--- src/rtl/irq_rotor_pkg.sv ---
package irq_rotor_pkg;
   localparam int CMD_BYTE_W = 8;
   localparam int CMD_LVL_W  = 3;

   typedef enum logic [2:0] {
      OP_AUTO_CLR = 3'b000,
      OP_EOI_ANY  = 3'b001,
      OP_IDLE     = 3'b010,
      OP_EOI_ONE  = 3'b011,
      OP_AUTO_SET = 3'b100,
      OP_ROT_ANY  = 3'b101,
      OP_LOW_SET  = 3'b110,
      OP_ROT_ONE  = 3'b111
   } op_e;
endpackage

--- src/rtl/irq_req_latch.sv ---
module irq_req_latch #(
   parameter int N           = 8,
   parameter int SYNC_STAGES = 0
) (
   input  logic         clk,
   input  logic         rst_n,
   input  logic [N-1:0] req_i,
   input  logic [N-1:0] take_i,
   output logic [N-1:0] pend_o
);
   logic [N-1:0] req_s;
   logic [N-1:0] req_d;

   generate
      if (SYNC_STAGES == 0) begin : g_direct
         assign req_s = req_i;
      end else begin : g_sync
         logic [N-1:0] chain [SYNC_STAGES];
         always_ff @(posedge clk) begin
            if (!rst_n) begin
               for (int s = 0; s < SYNC_STAGES; s++) chain[s] <= '0;
            end else begin
               chain[0] <= req_i;
               for (int s = 1; s < SYNC_STAGES; s++) chain[s] <= chain[s-1];
            end
         end
         assign req_s = chain[SYNC_STAGES-1];
      end
   endgenerate

   always_ff @(posedge clk) begin
      if (!rst_n) begin
         req_d  <= '0;
         pend_o <= '0;
      end else begin
         req_d  <= req_s;
         pend_o <= (pend_o & ~take_i) | (req_s & ~req_d);
      end
   end
endmodule

--- src/rtl/irq_rot_pick.sv ---
module irq_rot_pick #(
   parameter int N = 8,
   localparam int W = $clog2(N)
) (
   input  logic [N-1:0] vec_i,
   input  logic [W-1:0] top_i,
   output logic         hit_o,
   output logic [W-1:0] lvl_o,
   output logic [W-1:0] rank_o
);
   always_comb begin
      hit_o  = 1'b0;
      lvl_o  = '0;
      rank_o = '0;
      for (int j = N - 1; j >= 0; j--) begin
         logic [W-1:0] idx;
         idx = top_i + W'(j);
         if (vec_i[idx]) begin
            hit_o  = 1'b1;
            lvl_o  = idx;
            rank_o = W'(j);
         end
      end
   end
endmodule

--- src/rtl/irq_cmd_dec.sv ---
module irq_cmd_dec
   import irq_rotor_pkg::*;
(
   input  logic                  wr_en,
   input  logic                  wr_addr,
   input  logic [CMD_BYTE_W-1:0] wr_data,
   output logic                  mask_we_o,
   output logic                  eoi_any_o,
   output logic                  eoi_one_o,
   output logic                  rot_o,
   output logic                  rot_named_o,
   output logic                  auto_we_o,
   output logic                  auto_val_o,
   output logic [CMD_LVL_W-1:0]  lvl_o
);
   logic cmd_hit;
   op_e  op;

   assign cmd_hit   = wr_en && !wr_addr && (wr_data[4:3] == 2'b00);
   assign mask_we_o = wr_en && wr_addr;
   assign op        = op_e'(wr_data[7:5]);
   assign lvl_o     = wr_data[CMD_LVL_W-1:0];

   always_comb begin
      eoi_any_o   = 1'b0;
      eoi_one_o   = 1'b0;
      rot_o       = 1'b0;
      rot_named_o = 1'b0;
      auto_we_o   = 1'b0;
      auto_val_o  = 1'b0;
      if (cmd_hit) begin
         unique case (op)
            OP_AUTO_CLR: auto_we_o = 1'b1;
            OP_EOI_ANY:  eoi_any_o = 1'b1;
            OP_IDLE:     ;
            OP_EOI_ONE:  eoi_one_o = 1'b1;
            OP_AUTO_SET: begin auto_we_o = 1'b1; auto_val_o = 1'b1; end
            OP_ROT_ANY:  begin eoi_any_o = 1'b1; rot_o = 1'b1; end
            OP_LOW_SET:  begin rot_o = 1'b1; rot_named_o = 1'b1; end
            OP_ROT_ONE:  begin eoi_one_o = 1'b1; rot_o = 1'b1; rot_named_o = 1'b1; end
            default:     ;
         endcase
      end
   end
endmodule

--- src/rtl/irq_rotor.sv ---
module irq_rotor
   import irq_rotor_pkg::*;
#(
   parameter int NUM_LEVELS  = 8,
   parameter int SYNC_STAGES = 0,
   localparam int LW = $clog2(NUM_LEVELS)
) (
   input  logic                  clk,
   input  logic                  rst_n,
   input  logic [NUM_LEVELS-1:0] req_i,
   input  logic                  wr_en,
   input  logic                  wr_addr,
   input  logic [CMD_BYTE_W-1:0] wr_data,
   input  logic                  auto_eoi_en,
   input  logic                  ack,
   output logic                  irq_o,
   output logic [LW-1:0]         irq_level_o,
   output logic [NUM_LEVELS-1:0] isr_o,
   output logic [NUM_LEVELS-1:0] irr_o
);
   generate
      if (NUM_LEVELS != (1 << CMD_LVL_W)) begin : g_bad_levels
         $error("NUM_LEVELS must match the 3-bit level field of the command");
      end
      if (SYNC_STAGES < 0 || SYNC_STAGES > 4) begin : g_bad_sync
         $error("SYNC_STAGES must be 0 to 4");
      end
   endgenerate

   logic [NUM_LEVELS-1:0] isr_q, imr_q, take, clr, pend;
   logic [LW-1:0]         low_q, top;
   logic                  rot_auto_q, auto_active;
   logic                  mask_we, eoi_any, eoi_one, rot, rot_named, auto_we, auto_val;
   logic [LW-1:0]         cmd_lvl;
   logic                  req_hit, svc_hit;
   logic [LW-1:0]         req_lvl, req_rank, svc_lvl, svc_rank;

   irq_cmd_dec u_dec (
      .wr_en(wr_en), .wr_addr(wr_addr), .wr_data(wr_data),
      .mask_we_o(mask_we), .eoi_any_o(eoi_any), .eoi_one_o(eoi_one),
      .rot_o(rot), .rot_named_o(rot_named), .auto_we_o(auto_we),
      .auto_val_o(auto_val), .lvl_o(cmd_lvl)
   );

   irq_req_latch #(.N(NUM_LEVELS), .SYNC_STAGES(SYNC_STAGES)) u_latch (
      .clk(clk), .rst_n(rst_n), .req_i(req_i), .take_i(take), .pend_o(pend)
   );

   assign top = low_q + LW'(1);

   irq_rot_pick #(.N(NUM_LEVELS)) u_pick_req (
      .vec_i(pend & ~imr_q), .top_i(top),
      .hit_o(req_hit), .lvl_o(req_lvl), .rank_o(req_rank)
   );

   irq_rot_pick #(.N(NUM_LEVELS)) u_pick_svc (
      .vec_i(isr_q), .top_i(top),
      .hit_o(svc_hit), .lvl_o(svc_lvl), .rank_o(svc_rank)
   );

   assign irq_o       = req_hit && (!svc_hit || (req_rank < svc_rank));
   assign irq_level_o = req_lvl;
   assign auto_active = auto_eoi_en && rot_auto_q;
   assign take        = (ack && irq_o) ? (NUM_LEVELS'(1) << req_lvl) : '0;

   always_comb begin
      clr = '0;
      if (eoi_any && svc_hit) clr = NUM_LEVELS'(1) << svc_lvl;
      if (eoi_one)            clr = NUM_LEVELS'(1) << cmd_lvl;
   end

   always_ff @(posedge clk) begin
      if (!rst_n) begin
         isr_q      <= '0;
         imr_q      <= '0;
         low_q      <= LW'(NUM_LEVELS - 1);
         rot_auto_q <= 1'b0;
      end else begin
         isr_q <= (isr_q & ~clr) | (auto_active ? '0 : take);
         if (mask_we) imr_q <= wr_data[NUM_LEVELS-1:0];
         if (auto_we) rot_auto_q <= auto_val;
         if (rot && rot_named)           low_q <= cmd_lvl;
         else if (rot && svc_hit)        low_q <= svc_lvl;
         else if (!rot && auto_active && (take != '0)) low_q <= req_lvl;
      end
   end

   assign isr_o = isr_q;
   assign irr_o = pend;
endmodule

--- config.mk ---
export PLATFORM = sky130hd
export DESIGN_NAME = irq_rotor
export DESIGN_NICKNAME = d
export VERILOG_FILES = /design/src/rtl/irq_rotor_pkg.sv /design/src/rtl/irq_req_latch.sv /design/src/rtl/irq_rot_pick.sv /design/src/rtl/irq_cmd_dec.sv /design/src/rtl/irq_rotor.sv
export SDC_FILE = /design/constraint.sdc
export NUM_CORES = 1
export LEC_CHECK = 0
export ABC_CLOCK_PERIOD_IN_PS = 7100
export BUFFER_PORTS_ARGS = -buffer_cell sky130_fd_sc_hd__buf_2
export CAP_MARGIN = 5
export CELL_PAD_IN_SITES_DETAIL_PLACEMENT = 0
export CELL_PAD_IN_SITES_GLOBAL_PLACEMENT = 1
export CORE_MARGIN = 1.5
export CORE_UTILIZATION = 49
export DETAILED_ROUTE_END_ITERATION = 10
export GPL_ROUTABILITY_DRIVEN = 0
export PLACE_DENSITY = 0.88
export SYNTH_ARGS = -nofsm -noshare
export SYNTH_HDL_FRONTEND = slang
export SYNTH_HIERARCHICAL = 1
export SYNTH_SLANG_ARGS = --single-unit
--- constraint.sdc ---
create_clock -name clk -period 7.1 [get_ports clk]
set_input_delay 0.355 -clock clk [delete_from_list [all_inputs] [get_ports clk]]
set_output_delay 0.355 -clock clk [all_outputs]
set_load 0.005 [all_outputs]
* Word level (Yosys, flattened, before mapping)
Cells that the tools add are included.
** Word-level totals
- Flip-flop bits (word level) :: 36
- Bits in latches :: 0
- RAM bits :: 0
- Bits in read-only memories :: 0
- Output and inout port bits :: 20
- Word-level logic and storage cells :: 165
- Memories :: 0
** Cells by class
- Add/subtract/negate cells :: 8
- $mul :: 0
- Div/mod/pow operators :: 0
- Order comparisons :: 9
- Equality and inequality tests :: 6
- Shift-type cells :: 3
- Muxes and demuxes :: 99
- Bitwise operators :: 10
- Reductions and logical operators :: 24
** Operator list (count)
- $mux 3 :: 35
- $bmux 1 s3 :: 16
- $mux 1 :: 44
- $and 8x8->8 :: 4
- $lt 3x4->1 const B :: 8
- $mux 8 :: 4
- $not 8->8 :: 4
- $shl 1x3->8 const A :: 3
- $or 8x8->8 :: 2
- $add 3x3->3 const B :: 4
- $eq 3x3->1 const B :: 4
- $logic_and 1x1->1 :: 11
- $reduce_bool 8->1 :: 1
- $reduce_or 2->1 :: 4
- $add 3x1->3 const B :: 2
- $add 3x2->3 const B :: 2
- $eq 3x1->1 const B :: 1
- $eq 3x2->1 const B :: 1
- $logic_not 1->1 :: 3
- $logic_not 3->1 :: 1
- $lt 3x3->1 :: 1
- $reduce_bool 3->1 :: 1
- $reduce_or 3->1 :: 1
- $logic_not 2->1 :: 1
- $logic_or 1x1->1 :: 1

* Longest topological paths before layout
- Word-level depth :: 22
- Gate-level depth with buffers :: 19

* Modules after synthesis
Netlist, hierarchy kept.
** By module, submodules not included
- irq_rot_pick :: instances 2, cells an instance 103, area an instance 920.9 sq um, sequential area each 0.0 sq um
- irq_rotor :: instances 1, cells an instance 141, area an instance 1197.4 sq um, sequential area each 400.4 sq um
- irq_req_latch :: instances 1, cells an instance 49, area an instance 549.3 sq um, sequential area each 320.3 sq um
- irq_cmd_dec :: instances 1, cells an instance 15, area an instance 110.1 sq um, sequential area each 0.0 sq um

* Worst setup path after synthesis
OpenSTA, ideal clock, no wires.
- Path kind :: reg2reg
- Start point :: register low_q[0]
- End point :: register u_latch.pend_o[0]
- Setup time :: 118 ps
- Data arrival time :: 3784 ps
- Data required time :: 6982 ps
- Path slack :: 3198 ps
- Cell stages (with the launch flop) :: 19
- Buffers on the path :: 3
- Period minus slack after synthesis :: 3902 ps
- Cell sequence :: dfxtp_1 -> ha_1 -> clkbuf_8 -> buf_2 -> inv_1 -> ha_1 -> clkbuf_8 -> mux4_2 -> a2111oi_4 -> a31oi_2 -> nor2_1 -> nor2_1 -> ha_1 -> a21oi_1 -> o21ai_2 -> a211o_1 -> nor3_1 -> nand2b_1 -> a21boi_2
** Between the ends
- Word-level cells in the longest chain between the ends :: 20
- Elaborated cells between the ends (all ways) :: 90
- Classes of those cells :: 8 x add/sub; 1 x order compare; 1 x shift; 73 x mux; 3 x bitwise; 4 x reduce/logical
** RTL lines
- start, declared :: line irq_rotor.sv:31 : logic [LW-1:0] low_q, top;
- start signal, assigned :: line irq_rotor.sv:76 : low_q <= LW'(NUM_LEVELS - 1);
- start signal, assigned :: line irq_rotor.sv:82 : if (rot && rot_named) low_q <= cmd_lvl;
- start signal, assigned :: line irq_rotor.sv:83 : else if (rot && svc_hit) low_q <= svc_lvl;
- $add 3x1->3 * :: line irq_rotor.sv:49 : assign top = low_q + LW'(1);
- net top[1] :: line irq_rotor.sv:31
- $add 3x3->3 :: line irq_rot_pick.sv:17 : idx = top_i + W'(j);
- $bmux 1 s3 :: line irq_rot_pick.sv:18 : if (vec_i[idx]) begin
- $mux 1 (implied by the code) :: line irq_rot_pick.sv:18
- $mux 3 (7 in a row) :: line irq_rot_pick.sv:18
- $mux 3 * :: line irq_rot_pick.sv:18
- net req_rank[2] :: line irq_rotor.sv:36 : logic [LW-1:0] req_lvl, req_rank, svc_lvl, svc_rank;
- $lt 3x3->1 * :: line irq_rotor.sv:61 : assign irq_o = req_hit && (!svc_hit || (req_rank < svc_rank));
- $logic_or 1x1->1 * :: line irq_rotor.sv:61
- $logic_and 1x1->1 * :: line irq_rotor.sv:61
- $logic_and 1x1->1 * :: line irq_rotor.sv:64 : assign take = (ack && irq_o) ? (NUM_LEVELS'(1) << req_lvl) : '0;
- $mux 8 * :: line irq_rotor.sv:64
- net take[0] :: line irq_rotor.sv:30 : logic [NUM_LEVELS-1:0] isr_q, imr_q, take, clr, pend;
- $not 8->8 * :: line irq_req_latch.sv:37 : pend_o <= (pend_o & ~take_i) | (req_s & ~req_d);
- $and 8x8->8 * :: line irq_req_latch.sv:37
- $or 8x8->8 * :: line irq_req_latch.sv:37
- end signal, assigned :: line irq_req_latch.sv:37
- end, declared :: line irq_req_latch.sv:9 : output logic [N-1:0] pend_o
The timed path passes the listed nets; every way through them passes the cells marked *. The select of a mux whose other input is x is not followed.
A chain may end at the register's enable or synchronous reset.

* Final worst setup path
- Start point :: register low_q[0]
- End point :: output irq_level_o[1]
** Between the ends
- Word-level cells in the longest chain between the ends :: 12
- Elaborated cells between the ends (all ways) :: 32
- Classes of those cells :: 8 x add/sub; 24 x mux
** RTL lines
- $add 3x1->3 * :: line irq_rotor.sv:49
- net top[1] :: line irq_rotor.sv:31
- $add 3x3->3 :: line irq_rot_pick.sv:17
- $bmux 1 s3 :: line irq_rot_pick.sv:18
- $mux 1 (implied by the code) :: line irq_rot_pick.sv:18
- $mux 3 (7 in a row) :: line irq_rot_pick.sv:18
- $mux 3 * :: line irq_rot_pick.sv:18
- end, declared :: line irq_rotor.sv:17 : output logic [LW-1:0] irq_level_o,
Marks and branches as above.

==> metrics.md <==
| Metric | Value |
|---|---|
| Avg Vias per Cell | `6.12` |
| Sink Count | `36` |
| Unrepaired setup endpoints after global routing | `no` |
| Vias | `~3.3k` |
| Post-CTS Setup Inserts | `0` |
| Total grt overflow | `0` |
| Initial antenna violation count | `0` |
| Reg area | `around 720 um^2` |
| Met3 usage | `under 10%` |
| GR Layer Usage met1 | `between 30 and 40%` |
| Final hold vios | `0` |
| Final setup viols | `0` |
| Initial Utilization | `approximately half` |
| Global-route usage over all layers | `between 20% and 30%` |
| Hold depth | `2` |
| Comb power frac | `56.7%` |
| Yosys warnings | `6` |
| Sequential fraction of the synthesis area | `between 10% and 20%` |
| Area Overhead vs Synth | `7.00%` |
| Root Buffer | `clkbuf_8` |
| Net Count, Synth | `440` |
| First-pass GRT wire length | `15700 um` |
| Async S/R FF share, synth | `0%` |
| Final TNS setup | `0 ns` |
| CTS Buf Count | `5` |
| Place WS | `roughly 2.5 ns` |
| CP max stage delay | `about 0.80 ns` |
| Filler instances | `around 700` |
| Longest Clk Path Bufs | `2` |
| Least-Margin Pin Slew | `approximately 1.1 ns` |
| Pin count of the biggest net entering global routing | `41` |
| Drt first pass iters | `5` |
| Max frequency | `209 MHz` |
| Leak pwr | `1.52 nW` |
| Clock insertion delay at the later pin of the skew report | `0.28 ns` |
| Layout cells sized above 1 | `20.8%` |
| # port buffers | `roughly 40` |
| Grt met2 use | `a little under two fifths` |
| Hold_buf cts | `0` |
| Synthesis-stage register bit count | `36` |
| Final Max Tran Viols | `0` |
| Sw Ratio | `~45%` |
| Final wirelength | `9390 um` |
| H-tree Lvls | `2` |
| Post-Synthesis Cell Area | `approximately 3700 um^2` |
| Die Span X | `about 90 um` |
| Worst Path Required | `about 6.7 ns` |
| Delay-heaviest family, CP | `adder cells` |
| Worst-path clk slew | `0.07 ns` |
| Mapped Cells | `just over 400` |
| TritonCTS clock tree | `done` |
| Worst setup margin | `approximately 2.3 ns` |
| CP Data Arrival Time | `around 4.4 ns` |
| Tcrit/Tclk final | `about 67%` |
| Crit-path slowest cell | `a31oi_1` |
| Max-Cap Viols | `0` |
| Unique masters post-synth | `58` |
| Die outline area | `8080 um^2` |
| Routed Antenna Nets | `0` |
| Tmin final | `~4.8 ns` |
| Layout Nets | `470` |
| Clk_skew | `just under 0.01 ns` |
| Pint | `about 0.50 mW` |
| Setup crit end kind | `output port` |
| Status | `finished clean` |
| Worst IR Drop VDD | `~160 uV` |
| Vias in the first global route | `approximately 3.2k` |
| Clock power frac | `between 15 and 20%` |
| Setup crit start kind | `flop` |
| Critical-path cell list | `ha_1, inv_1, ha_1, mux4_2, mux2i_2, nor2_1, a311oi_1, a21oi_1, a31oi_1, buf_2` |
| Slew headroom | `between 20% and 30%` |
| Critical Path Fanout Max | `15` |
| FF-to-FF path depth | `17` |
| Sequential Power Share | `between 20% and 30%` |
| Chip Height | `89.9 um` |
| Most common cell type on the critical path | `ha_1` |
| Post-CTS Resized | `0` |
| Ys flop type | `dfxtp_1` |
| Post-synth EDFFs | `0` |
| Syn avg cell area | `9.00 um^2` |
| Post-DP HPWL | `between 6000 and 7000 um` |
| DRT iter0 DRCs | `around 240` |
| DR DRC count | `0` |
| Net Switching | `~0.40 mW` |
| CP Class | `reg2out` |
| Ant. Diodes | `0` |
| Pwr Density | `around 230 nW/um^2` |
| CP bufs+invs | `2` |
| CP Depth | `10` |
| IO Pins | `42` |
| Hold Path Class | `in2reg` |
| Rows | `31` |
| Busiest grt layer | `met2` |
| Routed WL per cell | `between 15 and 20 um` |
| Core ar. | `7290 um^2` |
| Multi-input combinational cell area | `roughly 2700 um^2` |
-- cell type report --
type	count	share of cell area, %
clock buffers	7	1.93
clock inverters	1	0.221
inverters	20	1.90
multi-input cells	334	68.9
flip-flops and latches	36	18.2
well taps	99	3.13
repair buffers	44	5.75
-- Yosys cell counts (all sizes together), types with 3 or more instances --
| cell | count | area (um^2) |
|---|---|---|
| dfxtp | 36 | 721 |
| nand2b | 29 | 181 |
| a21o | 3 | 22.5 |
| xnor2 | 4 | 35.0 |
| mux2 | 4 | 52.6 |
| clkbuf | 10 | 97.6 |
| mux2i | 30 | 308 |
| a31oi | 6 | 50.0 |
| nor2b | 25 | 156 |
| o311ai | 5 | 43.8 |
| buf | 11 | 87.6 |
| and2 | 12 | 76.3 |
| ha | 7 | 87.6 |
| nor3 | 3 | 15.0 |
| nand3 | 9 | 45.0 |
| nand2 | 30 | 113 |
| o211ai | 3 | 36.3 |
| a21boi | 9 | 75.1 |
| inv | 20 | 75.1 |
| a22oi | 4 | 30.0 |
| mux4 | 24 | 571 |
| o21ai | 29 | 149 |
| a21oi | 26 | 130 |
| or3 | 3 | 18.8 |
| o2111ai | 6 | 52.6 |
| nor2 | 33 | 129 |
| xor2 | 3 | 26.3 |
-- state kept, by name (all words and copies together) (netlist names) --
| signal | count |
|---|---|
| u_latch/req_d | 8 |
| imr_q | 8 |
| low_q | 3 |
| u_latch/pend_o | 8 |
| rot_auto_q | 1 |
| isr_o | 8 |
-- worst paths after layout --
kind	slack, ns	end	startpoint
setup / recovery	2.31	irq_level_o[1]	low_q[0]$_SDFFE_PN1P_
hold reg to reg	0.49	u_latch/pend_o[6]$_SDFF_PN0_	u_latch/req_d[6]$_SDFF_PN0_
hold / removal	0.29	u_latch/req_d[5]$_SDFF_PN0_	req_i[5]
setup reg to reg	2.45	u_latch/pend_o[4]$_SDFF_PN0_	low_q[0]$_SDFFE_PN1P_
-- power by group through the flow --
stage | registers [mW] | clock network [mW] | logic (mW)
floorplan | 0.243 | 0 | 0.378
global placement | 0.252 | 0 | 0.493
detailed placement | 0.253 | 0 | 0.499
CTS | 0.249 | 0.143 | 0.501
global route | 0.253 | 0.152 | 0.559
finish | 0.249 | 0.140 | 0.509
-- cells by family (layout without fill, tap and decap cells) --
kind of cell / after synthesis / count (layout) / synth area share [%]
xor+xnor: 7 / 7 / 1.66
compound gates: 112 / 112 / 22.3
flops: 36 / 36 / 19.5
buf+inv: 41 / 72 / 7.04
simple gates: 150 / 150 / 22.0
mux: 58 / 58 / 25.2
fa+ha+maj: 7 / 7 / 2.37
-- per-stage QoR --
stage / instances / utilization, % / power [mW] / area (um^2) / hold WS, ns
after detailed placement: 533 / 53.1 / 0.752 / 3870 / 0.476
final: 541 / 54.3 / 0.898 / 3960 / 0.285
after CTS: 541 / 54.3 / 0.893 / 3960 / 0.278
after floorplan: 411 / - / 0.621 / 3700 / 0.461
after global placement: 533 / 53.1 / 0.745 / 3870 / 0.469
after global routing: 541 / 54.3 / 0.963 / 3960 / 0.287
-- layout by cell type, fill, tap and decap left out, types with 4 or more instances in the layout --
cell type  instances
and2_1            11
dfxtp_1           36
a21oi_1           26
clkbuf_8           5
o311ai_0           5
a31oi_1            4
a21boi_1           6
xnor2_1            4
nand2_1           30
nand2b_1          29
o2111ai_1          6
nor2b_1           25
a22oi_1            4
buf_2             41
inv_1             20
mux4_2            16
nand3_1            9
mux2i_1           28
o21ai_0           25
mux4_1             8
nor2_1            31
ha_1               7
-- routing by layer --
layer	vias to the layer above	routed length [um]
met1	1582	4280
met4	0	154
met2	126	4410
met5	-	0
li1	1588	-
met3	16	543
Note: power is estimated with default switching activity, not from simulation.
